==> config.mk <==
export PLATFORM = sky130hd
export DESIGN_NAME = lpt_receiver
export DESIGN_NICKNAME = d
export VERILOG_FILES = /design/src/rtl/lpt_rx_pkg.sv /design/src/rtl/lpt_strobe_sync.sv /design/src/rtl/lpt_pulse_timer.sv /design/src/rtl/lpt_sat_counter.sv /design/src/rtl/lpt_receiver.sv
export SDC_FILE = /design/constraint.sdc
export NUM_CORES = 1
export LEC_CHECK = 0
export ABC_AREA = 1
export BUFFER_PORTS_ARGS = -buffer_cell sky130_fd_sc_hd__buf_2
export CAP_MARGIN = 20
export CORE_MARGIN = 2
export CORE_UTILIZATION = 54
export CTS_CLUSTER_DIAMETER = 150
export DETAILED_ROUTE_END_ITERATION = 10
export MAX_ROUTING_LAYER = met4
export PLACE_DENSITY = 0.77
export RECOVER_POWER = 25
export REMOVE_ABC_BUFFERS = 1
export SYNTH_ARGS = -nofsm -noshare
export SYNTH_HDL_FRONTEND = slang
export SYNTH_SLANG_ARGS = --single-unit
export TNS_END_PERCENT = 1
==> constraint.sdc <==
create_clock -name clk -period 1.7 [get_ports clk]
set_input_delay 0.34 -clock clk [delete_from_list [all_inputs] [get_ports clk]]
set_output_delay 0.34 -clock clk [all_outputs]
set_load 0.005 [all_outputs]
==> src/rtl/lpt_rx_pkg.sv <==
package lpt_rx_pkg;
    typedef enum logic [1:0] {
        ST_IDLE = 2'd0,
        ST_ACK  = 2'd1,
        ST_WAIT = 2'd2
    } rx_state_e;
endpackage

==> src/rtl/lpt_strobe_sync.sv <==
// Synchronizes the asynchronous strobe, detects its falling edge and
// delays the data lines by the same depth so both stay aligned.
module lpt_strobe_sync #(
    parameter int DATA_W = 8,
    parameter int STAGES = 2
) (
    input  logic              clk,
    input  logic              rst_n,
    input  logic              strobe_n,
    input  logic [DATA_W-1:0] data_in,
    output logic              fall,
    output logic [DATA_W-1:0] data_out
);
    // sync_q[STAGES-1] is the synchronized strobe, sync_q[STAGES] its history
    logic [STAGES:0]   sync_d, sync_q;
    logic [DATA_W-1:0] pipe_d [STAGES];
    logic [DATA_W-1:0] pipe_q [STAGES];

    always_comb begin
        sync_d = {sync_q[STAGES-1:0], strobe_n};
    end

    generate
        for (genvar g = 0; g < STAGES; g++) begin : g_pipe
            if (g == 0) begin : g_first
                always_comb pipe_d[g] = data_in;
            end else begin : g_rest
                always_comb pipe_d[g] = pipe_q[g-1];
            end
        end
    endgenerate

    always_ff @(posedge clk or negedge rst_n) begin
        if (!rst_n) begin
            sync_q <= '1;
            for (int i = 0; i < STAGES; i++) pipe_q[i] <= '0;
        end else begin
            sync_q <= sync_d;
            for (int i = 0; i < STAGES; i++) pipe_q[i] <= pipe_d[i];
        end
    end

    assign fall     = sync_q[STAGES] & ~sync_q[STAGES-1];
    assign data_out = pipe_q[STAGES-1];
endmodule

==> src/rtl/lpt_pulse_timer.sv <==
// Down-counter that times the acknowledge pulse; done is high on the
// last cycle of a CYCLES-long window started by load.
module lpt_pulse_timer #(
    parameter int CYCLES = 500
) (
    input  logic clk,
    input  logic rst_n,
    input  logic load,
    output logic done
);
    localparam int CNT_W = (CYCLES < 2) ? 1 : $clog2(CYCLES);

    logic [CNT_W-1:0] cnt_d, cnt_q;

    always_comb begin
        if (load)
            cnt_d = CNT_W'(CYCLES - 1);
        else if (cnt_q != '0)
            cnt_d = cnt_q - 1'b1;
        else
            cnt_d = cnt_q;
    end

    always_ff @(posedge clk or negedge rst_n) begin
        if (!rst_n) cnt_q <= '0;
        else        cnt_q <= cnt_d;
    end

    assign done = (cnt_q == '0);
endmodule

==> src/rtl/lpt_sat_counter.sv <==
// Saturating event counter.
module lpt_sat_counter #(
    parameter int W = 8
) (
    input  logic         clk,
    input  logic         rst_n,
    input  logic         inc,
    output logic [W-1:0] count
);
    logic [W-1:0] cnt_d, cnt_q;

    always_comb begin
        cnt_d = cnt_q;
        if (inc && (cnt_q != '1)) cnt_d = cnt_q + 1'b1;
    end

    always_ff @(posedge clk or negedge rst_n) begin
        if (!rst_n) cnt_q <= '0;
        else        cnt_q <= cnt_d;
    end

    assign count = cnt_q;
endmodule

==> src/rtl/lpt_receiver.sv <==
module lpt_receiver
    import lpt_rx_pkg::*;
#(
    parameter int DATA_W      = 8,
    parameter int ACK_CYCLES  = 500,
    parameter int SYNC_STAGES = 2,
    parameter int OVR_W       = 8
) (
    input  logic              clk,
    input  logic              rst_n,
    input  logic [DATA_W-1:0] host_data,
    input  logic              host_strobe_n,
    input  logic              req,
    output logic              ack_n,
    output logic              busy,
    output logic [DATA_W-1:0] rx_data,
    output logic              rx_valid,
    output logic [OVR_W-1:0]  ovr_count
);
    typedef struct packed {
        rx_state_e         state;
        logic [DATA_W-1:0] data;
        logic              valid;
    } rx_regs_t;

    rx_regs_t          r_d, r_q;
    logic              strobe_fall;
    logic [DATA_W-1:0] cap_data;
    logic              timer_load;
    logic              timer_done;
    logic              ovr_inc;

    lpt_strobe_sync #(
        .DATA_W (DATA_W),
        .STAGES (SYNC_STAGES)
    ) u_sync (
        .clk      (clk),
        .rst_n    (rst_n),
        .strobe_n (host_strobe_n),
        .data_in  (host_data),
        .fall     (strobe_fall),
        .data_out (cap_data)
    );

    lpt_pulse_timer #(
        .CYCLES (ACK_CYCLES)
    ) u_timer (
        .clk   (clk),
        .rst_n (rst_n),
        .load  (timer_load),
        .done  (timer_done)
    );

    lpt_sat_counter #(
        .W (OVR_W)
    ) u_ovr (
        .clk   (clk),
        .rst_n (rst_n),
        .inc   (ovr_inc),
        .count (ovr_count)
    );

    always_comb begin
        r_d        = r_q;
        r_d.valid  = 1'b0;
        timer_load = 1'b0;
        ovr_inc    = 1'b0;
        unique case (r_q.state)
            ST_IDLE: begin
                // strobes here arrive while busy is high: count, never capture
                ovr_inc = strobe_fall;
                if (req) begin
                    r_d.state  = ST_ACK;
                    timer_load = 1'b1;
                end
            end
            ST_ACK: begin
                // req and strobe edges are dropped during the pulse
                if (timer_done) r_d.state = ST_WAIT;
            end
            ST_WAIT: begin
                if (strobe_fall) begin
                    r_d.data  = cap_data;
                    r_d.valid = 1'b1;
                    r_d.state = ST_IDLE;
                end
            end
            default: r_d.state = ST_IDLE;
        endcase
    end

    always_ff @(posedge clk or negedge rst_n) begin
        if (!rst_n) r_q <= '{state: ST_IDLE, data: '0, valid: 1'b0};
        else        r_q <= r_d;
    end

    assign busy     = (r_q.state == ST_IDLE);
    assign ack_n    = (r_q.state != ST_ACK);
    assign rx_data  = r_q.data;
    assign rx_valid = r_q.valid;
endmodule

# Yosys cells after proc, flatten, opt, wreduce, memory -nomap -nowiden
# Index checks and enable logic that the tools add are counted.
dict set report totals {
  reg_bits 47
  wordCells 36
  input_bits 12
}
dict set report op_classes {
  bitwise 2
  muxes 10
  add_sub_neg 2
  n_eq_ne 7
  reduce_logical 7
}
# operator count
set ops {}
lappend ops {{$mux 9} 2}
lappend ops {{$mux 11} 1}
lappend ops {{$logic_not 9->1} 1}
lappend ops {{$reduce_bool 9->1} 1}
lappend ops {{$sub 9x1->9 const B} 1}
lappend ops {{$add 8x1->8 const B} 1}
lappend ops {{$ne 8x8->1 const B} 1}
lappend ops {{$ne 2x2->1 const B} 3}
lappend ops {{$pmux 2 s3} 1}
lappend ops {{$mux 1} 4}
lappend ops {{$mux 2} 2}
lappend ops {{$reduce_and 3->1} 1}
lappend ops {{$eq 2x1->1 const B} 1}
lappend ops {{$eq 2x2->1 const B} 1}
lappend ops {{$logic_not 2->1} 1}
lappend ops {{$ne 2x1->1 const B} 1}
lappend ops {{$reduce_and 2->1} 1}
lappend ops {{$reduce_bool 2->1} 1}
lappend ops {{$and 1x1->1} 1}
lappend ops {{$logic_and 1x1->1} 1}
lappend ops {{$not 1->1} 1}

# Longest topological paths before layout
# Gate-level depths: netlist (run 1).
dict set report logic_depth {
  ltp_word 4
  ltp_mapped 8
  ltp_nobuf 8
}

# Cells and area by module
# From an unflattened synthesis (run 1), not the netlist that was laid out.
dict set report hier_totals {
  hier_cells 216
  area_unflattened_um2 2059.5
}
# mod instances area_each_um2 cells_each
set by_module_without_submodules {}
lappend by_module_without_submodules {lpt_receiver 1 569.3 62}
lappend by_module_without_submodules {lpt_pulse_timer 1 518.0 70}
lappend by_module_without_submodules {lpt_strobe_sync 1 489.2 21}
lappend by_module_without_submodules {lpt_sat_counter 1 483.0 63}

# Worst setup path after synthesis (run 1)
# No wires, ideal clock.
dict set report synth_timing {
  path_type {flip-flop to flip-flop}
  start {register u_timer.cnt_q[0]}
  end {register u_timer.cnt_q[5]}
  path_buffers 0
  arrival_time_ps 1140
  stages_incl_launch_ff 8
  t_required_ps 1581
  setup_slack_ps 441
  cell_sequence {dfrtp_1 > inv_1 > ha_1 > nand2_2 > nor2_4 > nand2_4 > nand3b_1 > nand2_1}
}
dict set report synth_via {
  elab_chain_len 3
  word_cells_on_any_way 5
  classes_between {add/sub (1); mux (2); reduce/logical (2)}
}
# element line_no
set synth_lines {}
lappend synth_lines {{start, declared} lpt_pulse_timer.sv:13} ;# logic [CNT_W-1:0] cnt_d, cnt_q;
lappend synth_lines {{start signal, assigned} lpt_pulse_timer.sv:26} ;# else cnt_q <= cnt_d;
lappend synth_lines {{$sub 9x1->9} lpt_pulse_timer.sv:19} ;# cnt_d = cnt_q - 1'b1;
lappend synth_lines {{$mux 9} lpt_pulse_timer.sv:18} ;# else if (cnt_q != '0)
lappend synth_lines {{$mux 9} lpt_pulse_timer.sv:16} ;# if (load)
# Parallel ways exist; a longest one is shown, timed or not. The select of a mux whose other input is x is not followed.
# A chain may end at the register's enable or synchronous reset.

# Final worst setup path (run 1)
dict set report layout_timing {
  start {register r_q[10] in the netlist's numbering}
  end {output ack_n}
}
dict set report layout_via {
  elab_chain_len 1
}
# element line_no
set layout_lines {}
lappend layout_lines {{start, declared} lpt_receiver.sv:26} ;# rx_regs_t r_d, r_q;
lappend layout_lines {{start signal, assigned} lpt_receiver.sv:93} ;# if (!rst_n) r_q <= '{state: ST_IDLE, data: '0, valid: 1'b0};
lappend layout_lines {{start signal, assigned} lpt_receiver.sv:94} ;# else r_q <= r_d;
lappend layout_lines {{$ne 2x1->1} lpt_receiver.sv:98} ;# assign ack_n = (r_q.state != ST_ACK);
lappend layout_lines {{end, declared} lpt_receiver.sv:14} ;# output logic ack_n,
# No other way between the ends.

==> impl_metrics.yaml, run 1 <==
run_status:
  status: "completed"
clock_tree:
  cts_tree: "built"
  clock_latency_ps: 350
  cts-buffers-inserted: 5
  cts_sinks: 47
  cts.hold.buffers_added: 1
  postCtsSetupRepairBufs: 0
  ctsLongestPathBuffers: 2
  clkTransAtPathRegs_ps: 120
  cts_resized: 0
  cts-root-buf: "clkbuf_4"
  h-tree-depth: 2
detailed_routing:
  num_vias: 1333
  drtAntennaViolNets: 0
  first_iter_violations: 33
  post-route-drc-count: 0
  wl_mm: 3.02
  first_pass_iters: 4
  via_per_inst: 4.68
  wl_per_cell_um: 10.6
pwr:
  p_sw_share_pct: 28.2
  internal-power_mw: 1.82
  sequentialPowerShare_pct: 54.8
  switchingPower_uw: 714
  p_total_mw: 2.53
  vdd_drop_max_mv: 1.04
  p_clk_share_pct: 27.6
  leakagePower_nw: 1.25
  comb_power_share_pct: 17.7
  power.density_mw_per_mm2: 1130
die:
  die_width_um: 64.4
  die_h_um: 64.4
  num_rows: 21
  ios: 31
  start_util_pct: 57.6
  die_area_mm2: 0.00414
  core-area_mm2: 0.00342
final_layout:
  stdcell_count: 285
  nets: 252
  diodes: 0
  areaGrowthSynthToFinish_pct: 13.6
  drive_gt1_share_pct: 23.4
setup_path:
  reg2reg_from: "u_timer.cnt_q[0]$_DFFE_PN0P_"
  crit_required_ps: 1360
  arrival_ps: 1180
  startpoint_type: "register"
  critical_path_class: "register to output port"
  worstPathMaxFanout: 3
  startpoint: "r_q[10]$_DFFE_PN0P_"
  endpoint_kind: "output port"
sta:
  setup_viol: 0
  max_freq_ghz: 0.658
  slew_viol_final: 0
  period_share_pct: 89.4
  tns_ps: 0
  max-slew-margin-rel_pct: 64.9
  period_minus_slack_ps: 1520
  rsz0062_at_grt: "false"
  finalHoldViolations: 0
  finalClockSkew_ps: 10.2
  tightest_slew_ps: 527
placed_design:
  dp.cells: 276
  io_buffers: 30
  hpwl_mm: 2.27
  gp_congestion: 0.863
logic_synthesis:
  syn_area_per_cell_um2: 9.50
  netlist_instances: 207
  seq_area_frac_synth_pct: 60.0
  syn-cell-area_mm2: 0.00197
  synth_seq_cells: 47
  ys.warnings.count: 0
  synth_cell_types: 22
global_route:
  grt_pass1_wl_mm: 5.51
  grt_max_degree: 28
  grt_pass1_vias: 1323
  overflow: 0
  grt_usage_pct: 17.8
  grt_antenna_before_repair: 0
min_path:
  hp-class: "input pin to register"
  holdCritStartpoint: "host_strobe_n"
run:
  drv_cap: 0
==> flip-flops by register name, indices dropped and copies added (netlist names) <==
signal and count:
u_ovr.count 8, u_sync.pipe_d 8, u_sync.data_out 8, rx_valid 1, u_timer.cnt_q 9, rx_data 8
r_q 2, u_sync.sync_q 3
==> cells in the mapped netlist <==
cell type,number,area (um2)
inv_1,23,86.3
inv_4,1,6.26
nand2_8,1,20.0
nor2_1,16,60.1
ha_1,2,25.0
dfrtp_1,44,1100
o21ai_0,2,10.0
nand3_1,12,60.1
nand2_1,68,255
nand3_2,1,10.0
inv_2,2,7.51
buf_4,8,60.1
nand2_4,2,22.5
xnor2_1,3,26.3
nand3b_1,4,30.0
a21oi_1,3,15.0
xor2_1,1,8.76
nor2_4,3,33.8
dfstp_2,3,78.8
nand2_2,4,25.0
nand4_1,3,18.8
nor2_2,1,6.26
==> per-stage QoR <==
stage                     setup WS (ps)  cell area (um2)  util, %  hold WS, ps
after floorplan                     441             1910        -         44.4
after global placement              363             2130     62.5          323
after detailed placement            301             2130     62.5          327
after CTS                           160             2230     65.4         58.2
after global routing                104             2230     65.4         43.3
final                               180             2230     65.4         74.3
==> area by class of cell <==
| type | count | area [um2] |
|---|---|---|
| Inverter | 26 | 100 |
| Clock inverter | 2 | 38.8 |
| Tap cell | 46 | 57.6 |
| Timing Repair Buffer | 32 | 180 |
| Clock buffer | 6 | 51.3 |
| Fill cell | 271 | 1180 |
| Multi-Input combinational cell | 126 | 627 |
| Sequential cell | 47 | 1180 |
==> logic make-up (layout without fill, tap and decap cells) <==
group,Yosys count,after routing,synth area share [%]
flip-flops,47,47,60.0
AO/OA/AOI/OAI,5,5,1.27
buffers and inverters,34,66,8.14
XOR/XNOR,4,4,1.78
AND/OR/NAND/NOR,115,115,27.5
adder cells (fa/ha/maj),2,2,1.27
==> metal layers <==
layer	share of wire, %	GRT usage, %	up-vias
met5	0	-	-
met4	2.0	7.18	0
met3	4.8	4.40	6
met2	46	28.6	27
met1	47	21.8	613
li1	-	-	687
==> path summary, 6_finish.rpt <==
path | end | slack (ps) | cells past startpoint
max in group asynchronous | u_sync.sync_q[2]$_DFF_PN1_ | 630 | 3
max reg2reg | u_timer.cnt_q[1]$_DFFE_PN0P_ | 280 | 7
min in group asynchronous | rx_data[0]$_DFFE_PN0P_ | 470 | 2
min reg2reg | u_sync.data_out[7]$_DFF_PN0_ | 360 | 0
min | u_sync.sync_q[0]$_DFF_PN1_ | 70 | 1
max | ack_n | 180 | 3
==> critical path: stages, from the launching register on <==
cell	delay (ps)
dfrtp_1	420
nor2_1	230
inv_1	60
buf_2	120
==> power by group through the flow <==
stage | combinational [mW] | clock [mW] | sequential [mW]
6_report | 0.447 | 0.697 | 1.39
5_1_grt | 0.533 | 0.767 | 1.41
4_1_cts | 0.460 | 0.718 | 1.39
3_5_place_dp | 0.455 | 0 | 1.41
3_3_place_gp | 0.435 | 0 | 1.40
2_1_floorplan | 0.319 | 0 | 1.39
==> cells in the final DEF, fill, tap and decap left out, drive strengths merged <==
cell type / instances
nor2: 20
dfrtp: 44
nand2: 75
dfstp: 3
nand4: 3
nand3b: 4
buf: 30
o21ai: 2
ha: 2
xnor2: 3
xor2: 1
nand3: 13
inv: 27
a21oi: 3
clkbuf: 7
bufinv: 1
dlygate4sd3: 1
No activity file was read; power rests on OpenSTA's default activity.
==> run 2: changes to the inputs <==
CELL_PAD_IN_SITES_DETAIL_PLACEMENT = 1   (was default)
CELL_PAD_IN_SITES_GLOBAL_PLACEMENT = 1   (was default)
CORE_UTILIZATION = 42   (was 54)
PLACE_DENSITY = default   (was 0.77)
PLACE_DENSITY_LB_ADDON = 0.1   (was default)
==> impl_metrics.yaml, run 2 (synthesized netlist as in run 1, its figures left out) <==
run_status:
  status: "completed"
min_path:
  hold_end: "u_sync.sync_q[0]$_DFF_PN1_"
  hp-class: "input pin to register"
  holdCritStartpoint: "host_strobe_n"
  holdPathStages: 1
pwr:
  leakagePower_nw: 1.24
  p_total_mw: 2.57
  vdd_drop_max_mv: 0.553
  power.density_mw_per_mm2: 1140
detailed_routing:
  first_pass_iters: 4
  post-route-drc-count: 0
  first_iter_violations: 44
  wl_mm: 3.76
  drtAntennaViolNets: 0
  num_vias: 1402
  wl_per_cell_um: 12.9
  via_per_inst: 4.82
global_route:
  grt_pass1_wl_mm: 6.47
  grt_usage_pct: 16.8
  grt_busiest_layer: "met2"
  overflow: 0
  grt_antenna_before_repair: 0
  grt_use_met3_pct: 4.58
  grt.met2_usage_pct: 28.4
  grt_pass1_vias: 1487
  gr-usage-met1_pct: 18.5
  grt_max_degree: 34
clock_tree:
  clkTransAtPathRegs_ps: 90
  cts-root-buf: "clkbuf_8"
  cts.hold.buffers_added: 1
  postCtsSetupRepairBufs: 0
  clock_latency_ps: 300
  cts-buffers-inserted: 5
  ctsLongestPathBuffers: 2
  cts_tree: "built"
  h-tree-depth: 2
  cts_sinks: 47
  cts_resized: 0
sta:
  tns_ps: 0
  tightest_slew_ps: 886
  setup_viol: 0
  max-slew-margin-rel_pct: 41.0
  rsz0062_at_grt: "false"
  period_share_pct: 85.5
  hold_ws_ps: 132
  period_minus_slack_ps: 1450
  finalHoldViolations: 0
  fin_ws_ps: 247
  finalClockSkew_ps: 6.56
  max_freq_ghz: 0.688
  slew_viol_final: 0
final_layout:
  drive_gt1_share_pct: 23.0
  stdcell_count: 291
  top_register: "u_timer.cnt_q"
  layout_commonest_cell: "nand2_1"
  largest_reg_flops: 9
  areaGrowthSynthToFinish_pct: 14.4
  nets: 252
  diodes: 0
  post-route-util_pct: 50.6
  final_cell_mix: "nand2_1, dfrtp_1, buf_2"
  final_area_mm2: 0.00225
die:
  die_width_um: 72.4
  ios: 31
  core-area_mm2: 0.00444
  start_util_pct: 44.3
  die_area_mm2: 0.00525
  num_rows: 24
  die_h_um: 72.4
setup_path:
  r2r_end: "u_timer.cnt_q[5]$_DFFE_PN0P_"
  endpoint_kind: "register"
  r2r_slack_ps: 250
  reg2reg_from: "u_timer.cnt_q[0]$_DFFE_PN0P_"
  startpoint_type: "register"
  critical_path_class: "register to register"
  arrival_ps: 1650
  reg2reg_depth: 7
  crit_required_ps: 1900
  worstPathMaxFanout: 9
placed_design:
  gp_congestion: 0.772
  io_buffers: 30
  dp.cells: 282
  detailedPlace.worstSlack_ps: 247
  place_area_mm2: 0.00214
  hpwl_mm: 2.84
run:
  drv_cap: 0
[run 2: cell types whose count changed in the layout (fill, tap and decap cells not counted), sizes merged]
cell      change
inv           -1
clkinv        +1
bufinv        -1
clkinvlp      +1
[run 2: power by group]
| group | leakage, nW | internal (mW) | total (mW) | switching, mW |
|---|---|---|---|---|
| Combinational | 0.626 | 0.200 | 0.467 | 0.267 |
| Sequential | 0.570 | 1.26 | 1.40 | 0.135 |
| Clock | 0.0474 | 0.332 | 0.706 | 0.374 |
| Total | 1.24 | 1.79 | 2.57 | 0.776 |
[run 2: critical path, cell delays in order (launching register included)]
cell and delay [ps]:
dfrtp_1 390, inv_1 140, ha_1 250, nand2_2 110, nor2_4 190, nand2_4 120
nand3b_1 110, nand2_1 50
[run 2: worst max path at each step]
stage                                               to                          from  slack [ps]  cells past startpoint
after global placement    u_timer.cnt_q[6]$_DFFE_PN0P_  u_timer.cnt_q[0]$_DFFE_PN0P_         360                      7
after detailed placement  u_timer.cnt_q[5]$_DFFE_PN0P_  u_timer.cnt_q[0]$_DFFE_PN0P_         250                      7
after CTS                 u_timer.cnt_q[5]$_DFFE_PN0P_  u_timer.cnt_q[0]$_DFFE_PN0P_         240                      7
after global routing      u_timer.cnt_q[0]$_DFFE_PN0P_  u_timer.cnt_q[0]$_DFFE_PN0P_         130                      7
after floorplan           u_timer.cnt_q[5]$_DFFE_PN0P_  u_timer.cnt_q[0]$_DFFE_PN0P_         440                      7
final                     u_timer.cnt_q[5]$_DFFE_PN0P_  u_timer.cnt_q[0]$_DFFE_PN0P_         250                      7
[run 2: layout make-up]
| class | count | area [um2] |
|---|---|---|
| fillers | 527 | 2190 |
| clock buffers | 6 | 82.6 |
| repair buffers | 32 | 179 |
| well taps | 52 | 65.1 |
| inverters | 26 | 100 |
| multi-input cells | 126 | 627 |
| flip-flops and latches | 47 | 1180 |
| clock inverters | 2 | 16.3 |
[run 2: routing by layer]
| metal | vias up | part of all wire [%] |
|---|---|---|
| li1 | 681 | - |
| met1 | 688 | 43 |
| met2 | 26 | 51 |
| met3 | 7 | 3.8 |
| met4 | 0 | 1.9 |
| met5 | - | 0 |
==> run 3: changes to the inputs <==
ABC_AREA = default   (was 1)
CORE_UTILIZATION = 44   (was 42)
==> impl_metrics.yaml, run 3 <==
sta:
  max_freq_ghz: 0.634
  fin_ws_ps: 123
  finalHoldViolations: 0
  finalClockSkew_ps: 11.5
  period_minus_slack_ps: 1580
  tns_ps: 0
  rsz0062_at_grt: "true"
  period_share_pct: 92.8
  tightest_slew_ps: 1120
  hold_ws_ps: 133
  max-slew-margin-rel_pct: 25.7
  setup_viol: 0
  slew_viol_final: 0
final_layout:
  top_register: "u_timer.cnt_q"
  largest_reg_flops: 9
  drive_gt1_share_pct: 36.5
  nets: 180
  final_cell_mix: "dfrtp_1, buf_2, mux2_2"
  post-route-util_pct: 52.5
  layout_commonest_cell: "dfrtp_1"
  diodes: 0
  stdcell_count: 217
  areaGrowthSynthToFinish_pct: 15.5
placed_design:
  io_buffers: 30
  hpwl_mm: 2.15
  dp.cells: 208
  gp_congestion: 0.763
  detailedPlace.worstSlack_ps: 34.6
setup_path:
  cp_top_family: "flip-flops"
  cp_num_buf_inv: 0
  cp_slowest_cell: "dfrtp_1"
  endpoint_kind: "register"
  startpoint_type: "register"
  arrival_ps: 1760
  crit_chain: "ha_1 -> nand3_1 -> o2111ai_4 -> mux2_2"
  crit_required_ps: 1890
  critical_path_class: "register to register"
  worstPathMaxFanout: 8
  max_stage_delay_ps: 410
detailed_routing:
  drtAntennaViolNets: 0
  post-route-drc-count: 0
  num_vias: 1083
  wl_mm: 3.12
  via_per_inst: 4.99
  first_pass_iters: 4
  first_iter_violations: 67
  wl_per_cell_um: 14.4
clock_tree:
  cts_sinks: 47
  h-tree-depth: 2
  ctsLongestPathBuffers: 2
  cts-buffers-inserted: 5
  cts_tree: "built"
  clkTransAtPathRegs_ps: 90
  clock_latency_ps: 300
  cts-root-buf: "clkbuf_8"
logic_synthesis:
  ys_top_cells_by_count: "dfrtp_1, mux2_2, nand2_1, buf_4"
  yosys.area.top_type: "dfrtp_1"
  synthFlopType: "dfrtp_1"
  synth_cell_types: 31
  netlist_instances: 135
  yosysMostFrequentCell: "dfrtp_1"
  synth-edff-count: 0
  syn_area_per_cell_um2: 13.4
  seq_area_frac_synth_pct: 65.4
  async_flop_share_pct: 100
  syn-cell-area_mm2: 0.00180
  synth.top_cell.area_share_pct: 61.0
  synthTopCellsByArea: "dfrtp_1, mux2_2, dfstp_2"
  synth_seq_cells: 47
  ys.warnings.count: 0
global_route:
  grt_pass1_wl_mm: 5.16
  grt_antenna_before_repair: 0
  grt_pass1_vias: 1129
  grt_usage_pct: 16.0
  grt_max_degree: 48
  overflow: 0
pwr:
  leakagePower_nw: 1.04
  vdd_drop_max_mv: 0.448
  power.density_mw_per_mm2: 892
die:
  die_width_um: 68.0
  num_rows: 23
  ios: 31
  start_util_pct: 45.4
  core-area_mm2: 0.00397
  die_area_mm2: 0.00463
  die_h_um: 68.0
run:
  drv_cap: 0
min_path:
  hp-class: "input pin to register"
run_status:
  status: "completed"
==> run 3: cell count changes in the layout (fill, tap and decap cells not counted), sizes merged, moves of 3 or more <==
cell / delta
nor3: +4
nand2: -66
nand3b: -4
inv: -20
nand3: -8
o21ai: +3
nand2b: +4
xor2: +5
mux2: +9
nor2: -13
==> run 3: stage by stage <==
step / power, mW / cell area (um2)
after detailed placement: 1.21 / 1970
after global placement: 1.21 / 1970
after floorplan: 1.17 / 1740
final: 1.86 / 2080
after global routing: 1.96 / 2080
after CTS: 1.89 / 2060
==> run 3: path summary, 6_finish.rpt <==
| path | slack [ps] | depth (start not counted) | startpoint | endpoint |
|---|---|---|---|---|
| setup / recovery | 120 | 4 | u_ovr.count[0]$_DFFE_PN0P_ | u_ovr.count[1]$_DFFE_PN0P_ |
| hold / removal | 130 | 1 | host_strobe_n | u_sync.sync_q[0]$_DFF_PN1_ |
| setup reg to reg | 120 | 4 | u_ovr.count[0]$_DFFE_PN0P_ | u_ovr.count[1]$_DFFE_PN0P_ |
| hold reg to reg | 360 | 0 | u_sync.pipe_d[0]$_DFF_PN0_ | u_sync.data_out[0]$_DFF_PN0_ |
| max in group asynchronous | 690 | 2 | rst_n | r_q[9]$_DFFE_PN0P_ |
| min in group asynchronous | 320 | 2 | rst_n | u_sync.pipe_d[1]$_DFF_PN0_ |
==> run 3: area by class of cell <==
cell class / count / area, um2
clock buffer: 5 / 68.8
clock inverter: 3 / 22.5
fill: 422 / 1890
inverter: 5 / 18.8
multi-input combinational: 74 / 561
sequential: 47 / 1180
tap: 50 / 62.6
timing repair buffer: 33 / 170
==> run 3: power by group <==
part / switching, mW / internal, mW / total, mW
Sequential: 0.00802 / 1.14 / 1.15
Clock: 0.378 / 0.295 / 0.673
Combinational: 0.0247 / 0.0104 / 0.0351
==> run 3: cell families (layout without fill, tap and decap cells) <==
kind of cell / after synthesis / count (layout) / share of synthesized area (%)
AO/OA/AOI/OAI: 12 / 12 / 4.16
AND/OR/NAND/NOR: 40 / 40 / 13.5
multiplexers: 9 / 9 / 5.62
adder cells (fa/ha/maj): 2 / 2 / 1.39
flip-flops: 47 / 47 / 65.4
XOR/XNOR: 11 / 11 / 5.34
buffers and inverters: 14 / 46 / 4.65
==> run 3: repair_timing <==
item	CTS	global route
gates resized for setup	0	2
buffers inserted	0	1
hold buffers	0	0
endpoints found under the hold margin	0	0
endpoints found under the setup margin	0	5
==> run 3: routing by layer <==
metal  GRT usage (%)  part of all wire [%]  vias up
met3            4.93                   3.9        4
met1            18.1                    42      551
met4            5.25                  0.80        0
li1                -                     -      510
met2            26.9                    53       18
met5               -                     0        -
